## config.mk

```make
export PLATFORM = sky130hd
export DESIGN_NAME = bw_zone_mon
export DESIGN_NICKNAME = d
export VERILOG_FILES = /design/src/rtl/bzm_pkg.sv /design/src/rtl/bzm_window.sv /design/src/rtl/bzm_classify.sv /design/src/rtl/bzm_zone_bank.sv /design/src/rtl/bw_zone_mon.sv
export SDC_FILE = /design/constraint.sdc
export NUM_CORES = 1
export LEC_CHECK = 0
export BUFFER_PORTS_ARGS = -buffer_cell sky130_fd_sc_hd__buf_2
export CELL_PAD_IN_SITES_DETAIL_PLACEMENT = 2
export CELL_PAD_IN_SITES_GLOBAL_PLACEMENT = 2
export CORE_UTILIZATION = 41
export CTS_CLUSTER_DIAMETER = 150
export DETAILED_ROUTE_END_ITERATION = 10
export PLACE_DENSITY = 0.95
export SLEW_MARGIN = 20
export SYNTH_ARGS = -nofsm -noshare
export SYNTH_HDL_FRONTEND = slang
export SYNTH_SLANG_ARGS = --single-unit
```

## constraint.sdc

```tcl
create_clock -name clk -period 16.1 [get_ports clk]
set_clock_uncertainty 0.1 [all_clocks]
set_input_delay 4.83 -clock clk [delete_from_list [all_inputs] [get_ports clk]]
set_output_delay 4.83 -clock clk [all_outputs]
set_load 0.05 [all_outputs]
```

## src/rtl/bzm_pkg.sv

```systemverilog
// Shared constants and types for the zoned bandwidth monitor.
// Assumes a fixed four-zone organisation with 8-bit action/repeat bytes.
package bzm_pkg;
    localparam int NZ    = 4;
    localparam int ZW    = 2;
    localparam int HIT_W = 8;
    localparam int ACT_W = 2 * NZ;
    typedef logic [ZW-1:0] zone_t;
endpackage

```

## src/rtl/bzm_window.sv

```systemverilog
// Sampling window engine: counts ticks up to the programmed length and
// accumulates beat bytes with saturation. Assumes BEAT_W <= CNT_W+UNIT_SHIFT.
module bzm_window #(
    parameter int WIN_W      = 24,
    parameter int BEAT_W     = 16,
    parameter int CNT_W      = 12,
    parameter int UNIT_SHIFT = 6
) (
    input  logic              clk,
    input  logic              rst_n,
    input  logic              mon_en,
    input  logic              clr_run,
    input  logic              tick_en,
    input  logic [WIN_W-1:0]  win_len,
    input  logic              beat_valid,
    input  logic [BEAT_W-1:0] beat_bytes,
    output logic              win_end,
    output logic [CNT_W-1:0]  win_count
);
    localparam int ACC_W = CNT_W + UNIT_SHIFT;
    localparam logic [ACC_W-1:0] ACC_MAX = '1;

    logic [ACC_W-1:0] acc;
    logic [WIN_W-1:0] tick_cnt;
    logic [ACC_W:0]   beat_ext;
    logic [ACC_W:0]   acc_sum;
    logic             last_tick;

    // Beat size, byte sum and window-end detection.
    always_comb begin
        beat_ext  = beat_valid ? (ACC_W+1)'(beat_bytes) : '0;
        acc_sum   = {1'b0, acc} + beat_ext;
        last_tick = ({1'b0, tick_cnt} + 1'b1) >= {1'b0, win_len};
        win_end   = mon_en && !clr_run && tick_en && last_tick;
        win_count = acc[ACC_W-1:UNIT_SHIFT];
    end

    // Tick counter and saturating byte accumulator.
    always_ff @(posedge clk) begin
        if (!rst_n || !mon_en || clr_run) begin
            acc      <= '0;
            tick_cnt <= '0;
        end else if (win_end) begin
            tick_cnt <= '0;
            acc      <= beat_ext[ACC_W-1:0];
        end else begin
            acc      <= acc_sum[ACC_W] ? ACC_MAX : acc_sum[ACC_W-1:0];
            if (tick_en) tick_cnt <= tick_cnt + 1'b1;
        end
    end
endmodule

```

## src/rtl/bzm_classify.sv

```systemverilog
// Zone classifier: priority compare of a window count against three
// thresholds, strict greater-than. Assumes LOW <= MED <= HIGH for sense.
module bzm_classify
    import bzm_pkg::*;
#(
    parameter int CNT_W = 12
) (
    input  logic [CNT_W-1:0] count,
    input  logic [CNT_W-1:0] thr_low,
    input  logic [CNT_W-1:0] thr_med,
    input  logic [CNT_W-1:0] thr_high,
    output zone_t            zone
);
    // Highest threshold exceeded selects the zone.
    always_comb begin
        if (count > thr_high)     zone = 2'd3;
        else if (count > thr_med) zone = 2'd2;
        else if (count > thr_low) zone = 2'd1;
        else                      zone = 2'd0;
    end
endmodule

```

## src/rtl/bzm_zone_bank.sv

```systemverilog
// Per-zone hit counters, maxima and status-set pulses. Applies the hit
// zone's action byte to every target zone at a window end.
module bzm_zone_bank
    import bzm_pkg::*;
#(
    parameter int CNT_W = 12
) (
    input  logic                  clk,
    input  logic                  rst_n,
    input  logic                  clr_all,
    input  logic                  win_end,
    input  zone_t                 zone,
    input  logic [CNT_W-1:0]      count,
    input  logic [NZ*ACT_W-1:0]   actions,
    input  logic [NZ*HIT_W-1:0]   repeats,
    output logic [NZ*HIT_W-1:0]   hits,
    output logic [NZ*CNT_W-1:0]   zmax,
    output logic [NZ-1:0]         set_stat
);
    localparam logic [HIT_W-1:0] HIT_MAX = '1;

    logic [ACT_W-1:0] act;

    // Action byte of the zone that was hit.
    always_comb act = actions[zone*ACT_W +: ACT_W];

    for (genvar t = 0; t < NZ; t++) begin : g_zone
        logic             inc, clr;
        logic [HIT_W-1:0] hit_q, hit_inc, rep;
        logic [CNT_W-1:0] max_q;

        // Decode this zone's action bits and its next incremented value.
        always_comb begin
            inc         = act[2*t+1];
            clr         = act[2*t];
            rep         = repeats[t*HIT_W +: HIT_W];
            hit_inc     = (hit_q == HIT_MAX) ? HIT_MAX : hit_q + 1'b1;
            set_stat[t] = win_end && inc && !clr && (hit_inc >= rep) && (rep != HIT_MAX);
        end

        // Hit counter update.
        always_ff @(posedge clk) begin
            if (!rst_n || clr_all)      hit_q <= '0;
            else if (win_end && clr)    hit_q <= '0;
            else if (win_end && inc)    hit_q <= hit_inc;
        end

        // Largest count seen in this zone.
        always_ff @(posedge clk) begin
            if (!rst_n || clr_all)                                max_q <= '0;
            else if (win_end && zone == ZW'(t) && count > max_q)  max_q <= count;
        end

        assign hits[t*HIT_W +: HIT_W] = hit_q;
        assign zmax[t*CNT_W +: CNT_W] = max_q;
    end
endmodule

```

## src/rtl/bw_zone_mon.sv

```systemverilog
// Zoned bandwidth monitor top: register file, interrupt status and the
// global interrupt flag. Register port reads are combinational.
module bw_zone_mon
    import bzm_pkg::*;
#(
    parameter int WIN_W      = 24,
    parameter int BEAT_W     = 16,
    parameter int CNT_W      = 12,
    parameter int UNIT_SHIFT = 6,
    parameter int ADDR_W     = 5
) (
    input  logic              clk,
    input  logic              rst_n,
    input  logic              reg_we,
    input  logic [ADDR_W-1:0] reg_addr,
    input  logic [31:0]       reg_wdata,
    output logic [31:0]       reg_rdata,
    input  logic              tick_en,
    input  logic              beat_valid,
    input  logic [BEAT_W-1:0] beat_bytes,
    output logic              irq
);
    localparam logic [ADDR_W-1:0] A_CTRL = 0, A_CLR = 1, A_WIN = 2, A_LOW = 3,
        A_MED = 4, A_HIGH = 5, A_ACT = 6, A_REP = 7, A_STAT = 8, A_ZCLR = 9,
        A_ZEN = 10, A_GEN = 11, A_GCLR = 12, A_MAX = 16, A_HIT = 20;

    logic                mon_en, gen_en, gbl_flag;
    logic [WIN_W-1:0]    win_len;
    logic [CNT_W-1:0]    thr_low, thr_med, thr_high, win_count;
    logic [NZ*ACT_W-1:0] actions;
    logic [NZ*HIT_W-1:0] repeats, hits;
    logic [NZ*CNT_W-1:0] zmax;
    logic [NZ-1:0]       stat, zen, set_stat;
    logic                clr_run, clr_all, zclr_wr, gclr_wr, win_end;
    zone_t               zone;

    // Write-only action strobes.
    always_comb begin
        clr_run = reg_we && reg_addr == A_CLR && (reg_wdata[0] || reg_wdata[1]);
        clr_all = reg_we && reg_addr == A_CLR && reg_wdata[1];
        zclr_wr = reg_we && reg_addr == A_ZCLR;
        gclr_wr = reg_we && reg_addr == A_GCLR && reg_wdata[0];
    end

    // Programmable configuration registers.
    always_ff @(posedge clk) begin
        if (!rst_n) begin
            mon_en <= 1'b0; gen_en <= 1'b0; win_len <= '0; zen <= '0;
            thr_low <= '0; thr_med <= '0; thr_high <= '0;
            actions <= '0; repeats <= '0;
        end else if (reg_we) begin
            case (reg_addr)
                A_CTRL: mon_en   <= reg_wdata[0];
                A_WIN:  win_len  <= reg_wdata[WIN_W-1:0];
                A_LOW:  thr_low  <= reg_wdata[CNT_W-1:0];
                A_MED:  thr_med  <= reg_wdata[CNT_W-1:0];
                A_HIGH: thr_high <= reg_wdata[CNT_W-1:0];
                A_ACT:  actions  <= reg_wdata[NZ*ACT_W-1:0];
                A_REP:  repeats  <= reg_wdata[NZ*HIT_W-1:0];
                A_ZEN:  zen      <= reg_wdata[NZ-1:0];
                A_GEN:  gen_en   <= reg_wdata[0];
                default: ;
            endcase
        end
    end

    bzm_window #(.WIN_W(WIN_W), .BEAT_W(BEAT_W), .CNT_W(CNT_W), .UNIT_SHIFT(UNIT_SHIFT)) u_win (
        .clk(clk), .rst_n(rst_n), .mon_en(mon_en), .clr_run(clr_run), .tick_en(tick_en),
        .win_len(win_len), .beat_valid(beat_valid), .beat_bytes(beat_bytes),
        .win_end(win_end), .win_count(win_count));

    bzm_classify #(.CNT_W(CNT_W)) u_cls (
        .count(win_count), .thr_low(thr_low), .thr_med(thr_med), .thr_high(thr_high),
        .zone(zone));

    bzm_zone_bank #(.CNT_W(CNT_W)) u_bank (
        .clk(clk), .rst_n(rst_n), .clr_all(clr_all), .win_end(win_end), .zone(zone),
        .count(win_count), .actions(actions), .repeats(repeats), .hits(hits),
        .zmax(zmax), .set_stat(set_stat));

    // Sticky zone status; a new event wins over a same-cycle clear.
    always_ff @(posedge clk) begin
        if (!rst_n) stat <= '0;
        else        stat <= (stat & ~(zclr_wr ? reg_wdata[NZ-1:0] : '0)) | set_stat;
    end

    // Global flag: re-armed every cycle an enabled zone is pending.
    always_ff @(posedge clk) begin
        if (!rst_n)              gbl_flag <= 1'b0;
        else if (gclr_wr)        gbl_flag <= 1'b0;
        else if (|(stat & zen))  gbl_flag <= 1'b1;
    end

    assign irq = gbl_flag && gen_en;

    // Register read multiplexer.
    always_comb begin
        reg_rdata = '0;
        case (reg_addr)
            A_CTRL: reg_rdata[0]            = mon_en;
            A_WIN:  reg_rdata[WIN_W-1:0]    = win_len;
            A_LOW:  reg_rdata[CNT_W-1:0]    = thr_low;
            A_MED:  reg_rdata[CNT_W-1:0]    = thr_med;
            A_HIGH: reg_rdata[CNT_W-1:0]    = thr_high;
            A_ACT:  reg_rdata               = 32'(actions);
            A_REP:  reg_rdata               = 32'(repeats);
            A_STAT: reg_rdata[NZ-1:0]       = stat;
            A_ZEN:  reg_rdata[NZ-1:0]       = zen;
            A_GEN:  reg_rdata[0]            = gen_en;
            default: begin
                if (reg_addr >= A_MAX && reg_addr < A_MAX + NZ)
                    reg_rdata[CNT_W-1:0] = zmax[(reg_addr - A_MAX)*CNT_W +: CNT_W];
                else if (reg_addr >= A_HIT && reg_addr < A_HIT + NZ)
                    reg_rdata[HIT_W-1:0] = hits[(reg_addr - A_HIT)*HIT_W +: HIT_W];
            end
        endcase
    end
endmodule

```

==> metrics.md <==
| Metric | Value |
|---|---|
| Post-Synthesis Cells | 2,250 |
| Skew-Pair Late Insertion Delay | about 630 ps |
| Synth top area cells | dfxtp_1 29%, ha_1 12%, nand2_1 7.8% |
| CP max stage delay | about 1200 ps |
| Aggregate global-route resource usage | between 40 and 50% |
| Hold endpoint | thr_med[1] |
| CP Data Required Time | 11,170 ps |
| Final nets | around 2,500 |
| Post-cts sizing count | 0 |
| Depth of the most critical reg-to-reg path | 17 |
| Max Root-Sink Buffers | 3 |
| Io pins | 91 |
| Die ar. | between 40,000 and 50,000 um^2 |
| Starting Density | 41.6% |
| Critical path launch point type | input port |
| Critical Path, Cell by Cell | buf_2 > ha_1 > fa_1 > mux4_2 > mux2i_1 > o22ai_1 > a22oi_1 > nor2_1 > a211oi_1 > a31oi_1 > buf_2 |
| Core ar. | ~43,000 um^2 |
| Min-Delay Path Class | reg -> reg |
| Fin crit share | between 80 and 90% |
| Synth top area share | roughly 29% |
| Post-Route WL | about 98 mm |
| Max cap viols | 0 |
| Synth Register Bits | 257 |
| Hold Slack | between 400 and 500 ps |
| Post-synth EDFFs | 0 |
| Status | finished, final reports clean |
| Routed metal-1 wirelength | 36.2 mm |
| Pins over their slew limit | 0 |
| Async SR Flop Fraction | 0% |
| Clk root buf | clkbuf_16 |
| Synth Net Count | ~2,500 |
| Layout cells sized above 1 | 9.76% |
| Max VDD drop | between 90 and 100 uV |
| Top Metal Used | met5 |
| DP HPWL | 61.4 mm |
| Critical Path Most Common Cell | buf_2 |
| Area growth from synthesis to final layout | 11.1% |
| Gp weighted congestion | 0.967 |
| Yosys top cell by area | dfxtp_1 |
| Reg clk slew, reported paths | approximately 60 ps |
| Post CTS Setup Buffer Count | 0 |
| DR vias/cell | between 6 and 7 |
| Final hold viol count | 0 |
| Post-route core utilization | a little under half |
| Vias in the first global route | between 20,000 and 25,000 |
| Worst path bufs/invs | 2 |
| Leak | between 0.007 and 0.008 uW |
| Yosys warnings | 0 |
| Metal3 WL | 9.36 mm |
| Initial antenna violation count | 1 |
| Syn avg cell area | about 8 um^2 |
| # setup viols final | 0 |
| Crit Path Class | in -> out |
| DR DRC count | 0 |
| Iteration-0 DRC Markers | about 2,400 |
| Int Power | around 1200 uW |
| Power density cells | 84.2 nW/um^2 |
| Final antenna-violating net count | 0 |
| Chip Width | roughly 210 um |
| Avg WL per Cell | 34.3 um |
| Psw | 476 uW |
| Setup ws final | around 2000 ps |
| Via count | approximately 20,000 |
| Slew HR | 24.9% |
| Netlist cell types | approximately 80 |
| Clock Sinks | approximately 260 |
| Switching Share | between 20% and 30% |
| Num rows | 76 |
| Dpl ws | around 2300 ps |
| Die Y | ~210 um |
| Hold path start | thr_med[1] |
| Multi-input gate area | about 12,000 um^2 |
| Clock buffers created by TritonCTS | 31 |
| Largest delay share family, worst path | adder cells |
| Setup TNS | 0 ps |
| CTS tree | built |
| FF+latch area | about 5000 um^2 |
| End of the worst register-to-register path | u_bank.g_zone[0].max_q[2] |
| Hold path cells | 2 |
| Largest net degree at the start of global routing | 88 |
| First-pass GRT wire length | approximately 150 mm |
| Crit. End Element | output port |
| Register-to-register setup slack | around 9300 ps |
| Slew @ Worst Pin | 1110 ps |
| Most common flop cell mapped by yosys | dfxtp_1 |
| Mapped cell area | approximately 18,000 um^2 |
| Slowest-stage cell, CP | fa_1 |
| Worst Path Max Fanout | 24 |
| Critical Path AT | between 9000 and 10,000 ps |
| Total grt overflow | 0 |
| Post-CTS Hold Fix Bufs | 0 |
| RSZ-0062 raised after global routing | false |
| Clock power frac | 51.5% |
| Port Buffer Count | 90 |
| Filler cell count in the final layout | approximately 4,800 |
| Reg power frac | between 30% and 40% |
| Routed wl met2 | 45.9 mm |
| 1st-pass router iterations | 6 |
| Peak Freq | 0.0708 GHz |
| Minimum clock period | about 14,000 ps |
| H-tree Lvls | 1 |
| Combinational cell fraction of total power | about a tenth |
| Sequential share of the synthesized area | between 20% and 30% |
| RR Startpoint | u_win.tick_cnt[0] |
-- cells in the final DEF, fill, tap and decap left out, types with 20 or more instances in the layout --
master | synthesis | layout
a211oi_1 | 34 | 34
a21boi_0 | 129 | 129
a21o_1 | 47 | 47
a21oi_1 | 160 | 160
a22oi_1 | 32 | 32
and2_1 | 36 | 36
and3_1 | 22 | 22
buf_2 | 25 | 89
buf_4 | 4 | 20
clkbuf_16 | 0 | 31
dfxtp_1 | 257 | 257
ha_1 | 175 | 175
inv_1 | 148 | 148
mux2i_1 | 32 | 32
mux4_2 | 22 | 22
nand2_1 | 371 | 371
nand3_1 | 104 | 104
nand4_1 | 47 | 47
nor2_1 | 82 | 82
nor2b_1 | 20 | 20
nor3_1 | 28 | 28
o21ai_0 | 74 | 74
xnor2_1 | 33 | 33
xor2_1 | 44 | 44
-- cell families after synthesis --
family          count (synthesis)  synth area share [%]
mux                            55                  4.61
flops                         257                  28.7
xor+xnor                       77                  3.76
simple gates                  763                  19.8
fa+ha+maj                     177                  12.4
compound gates                641                  24.5
buf+inv                       280                  6.25
-- synth_stat cells (32+ instances only) --
cell type / n
a211oi_1: 34
nor2_1: 82
clkbuf_1: 93
a21boi_0: 129
o21ai_0: 74
mux2i_1: 32
inv_1: 148
ha_1: 175
a21oi_1: 160
nand2_1: 371
dfxtp_1: 257
nand4_1: 47
nand3_1: 104
xnor2_1: 33
and2_1: 36
a21o_1: 47
a22oi_1: 32
xor2_1: 44
-- power groups by stage --
| stage | Sequential [uW] | Clock (uW) | Combinational (uW) |
|---|---|---|---|
| floorplan | 654 | 0 | 104 |
| finish | 642 | 865 | 173 |
| CTS | 642 | 859 | 165 |
| detailed placement | 656 | 0 | 158 |
| global placement | 656 | 0 | 148 |
| global route | 642 | 885 | 178 |
-- final cells by class --
class | count | area share [%]
antenna | 1 | 0.0125
clock buffer | 37 | 4.20
clock inverter | 21 | 1.83
inverter | 149 | 2.80
multi-input combinational | 1713 | 58.7
sequential | 257 | 25.8
tap | 585 | 3.67
timing repair buffer | 109 | 2.99
-- metrics by stage --
step,instance area [um^2],std cells,total power (uW)
2_1_floorplan,18000,2250,758
3_3_place_gp,18700,2813,804
3_5_place_dp,18700,2813,814
4_1_cts,19900,2871,1670
5_1_grt,19900,2871,1700
6_report,19900,2872,1680
-- how the worst max path moves through the flow --
stage	from	to	slack [ps]	cells past startpoint
after floorplan	reg_addr[0]	reg_rdata[4]	2720	12
after global placement	reg_addr[0]	reg_rdata[5]	2490	11
after detailed placement	reg_addr[0]	reg_rdata[5]	2340	10
after CTS	reg_addr[0]	reg_rdata[5]	2240	11
after global routing	reg_addr[0]	reg_rdata[5]	1860	11
final	reg_addr[0]	reg_rdata[5]	1990	11
-- worst register-to-register path, cell delays in order (launching register included) --
cell      delay, ps
dfxtp_1         490
nand3_1         120
nor2_1          500
and4_1          450
nand3_1         190
nor2_1          550
nand2_1         170
xnor2_1         270
ha_1            290
and3_1          230
a221o_1         340
a21oi_1         250
o31ai_1         210
a211oi_4        600
or2_2           610
buf_4           680
o21ai_0         330
a21oi_1         340
-- flip-flops by register name (all words and copies together), names as in the netlist --
name / cells
actions: 32
win_len: 24
u_win.tick_cnt: 24
thr_med: 12
gen_en: 1
u_bank.g_zone.hit_q: 32
zen: 4
stat: 4
u_bank.g_zone.max_q: 48
u_win.acc: 18
repeats: 32
gbl_flag: 1
mon_en: 1
thr_low: 12
thr_high: 12
-- metal layers --
layer | vias to the layer above | track usage [%]
met1 | 9992 | 50.9
met3 | 544 | 10.8
met2 | 1412 | 72.4
met4 | 4 | 27.2
met5 | - | 1.22
li1 | 8056 | -
Power figures use the tool's default switching activity.
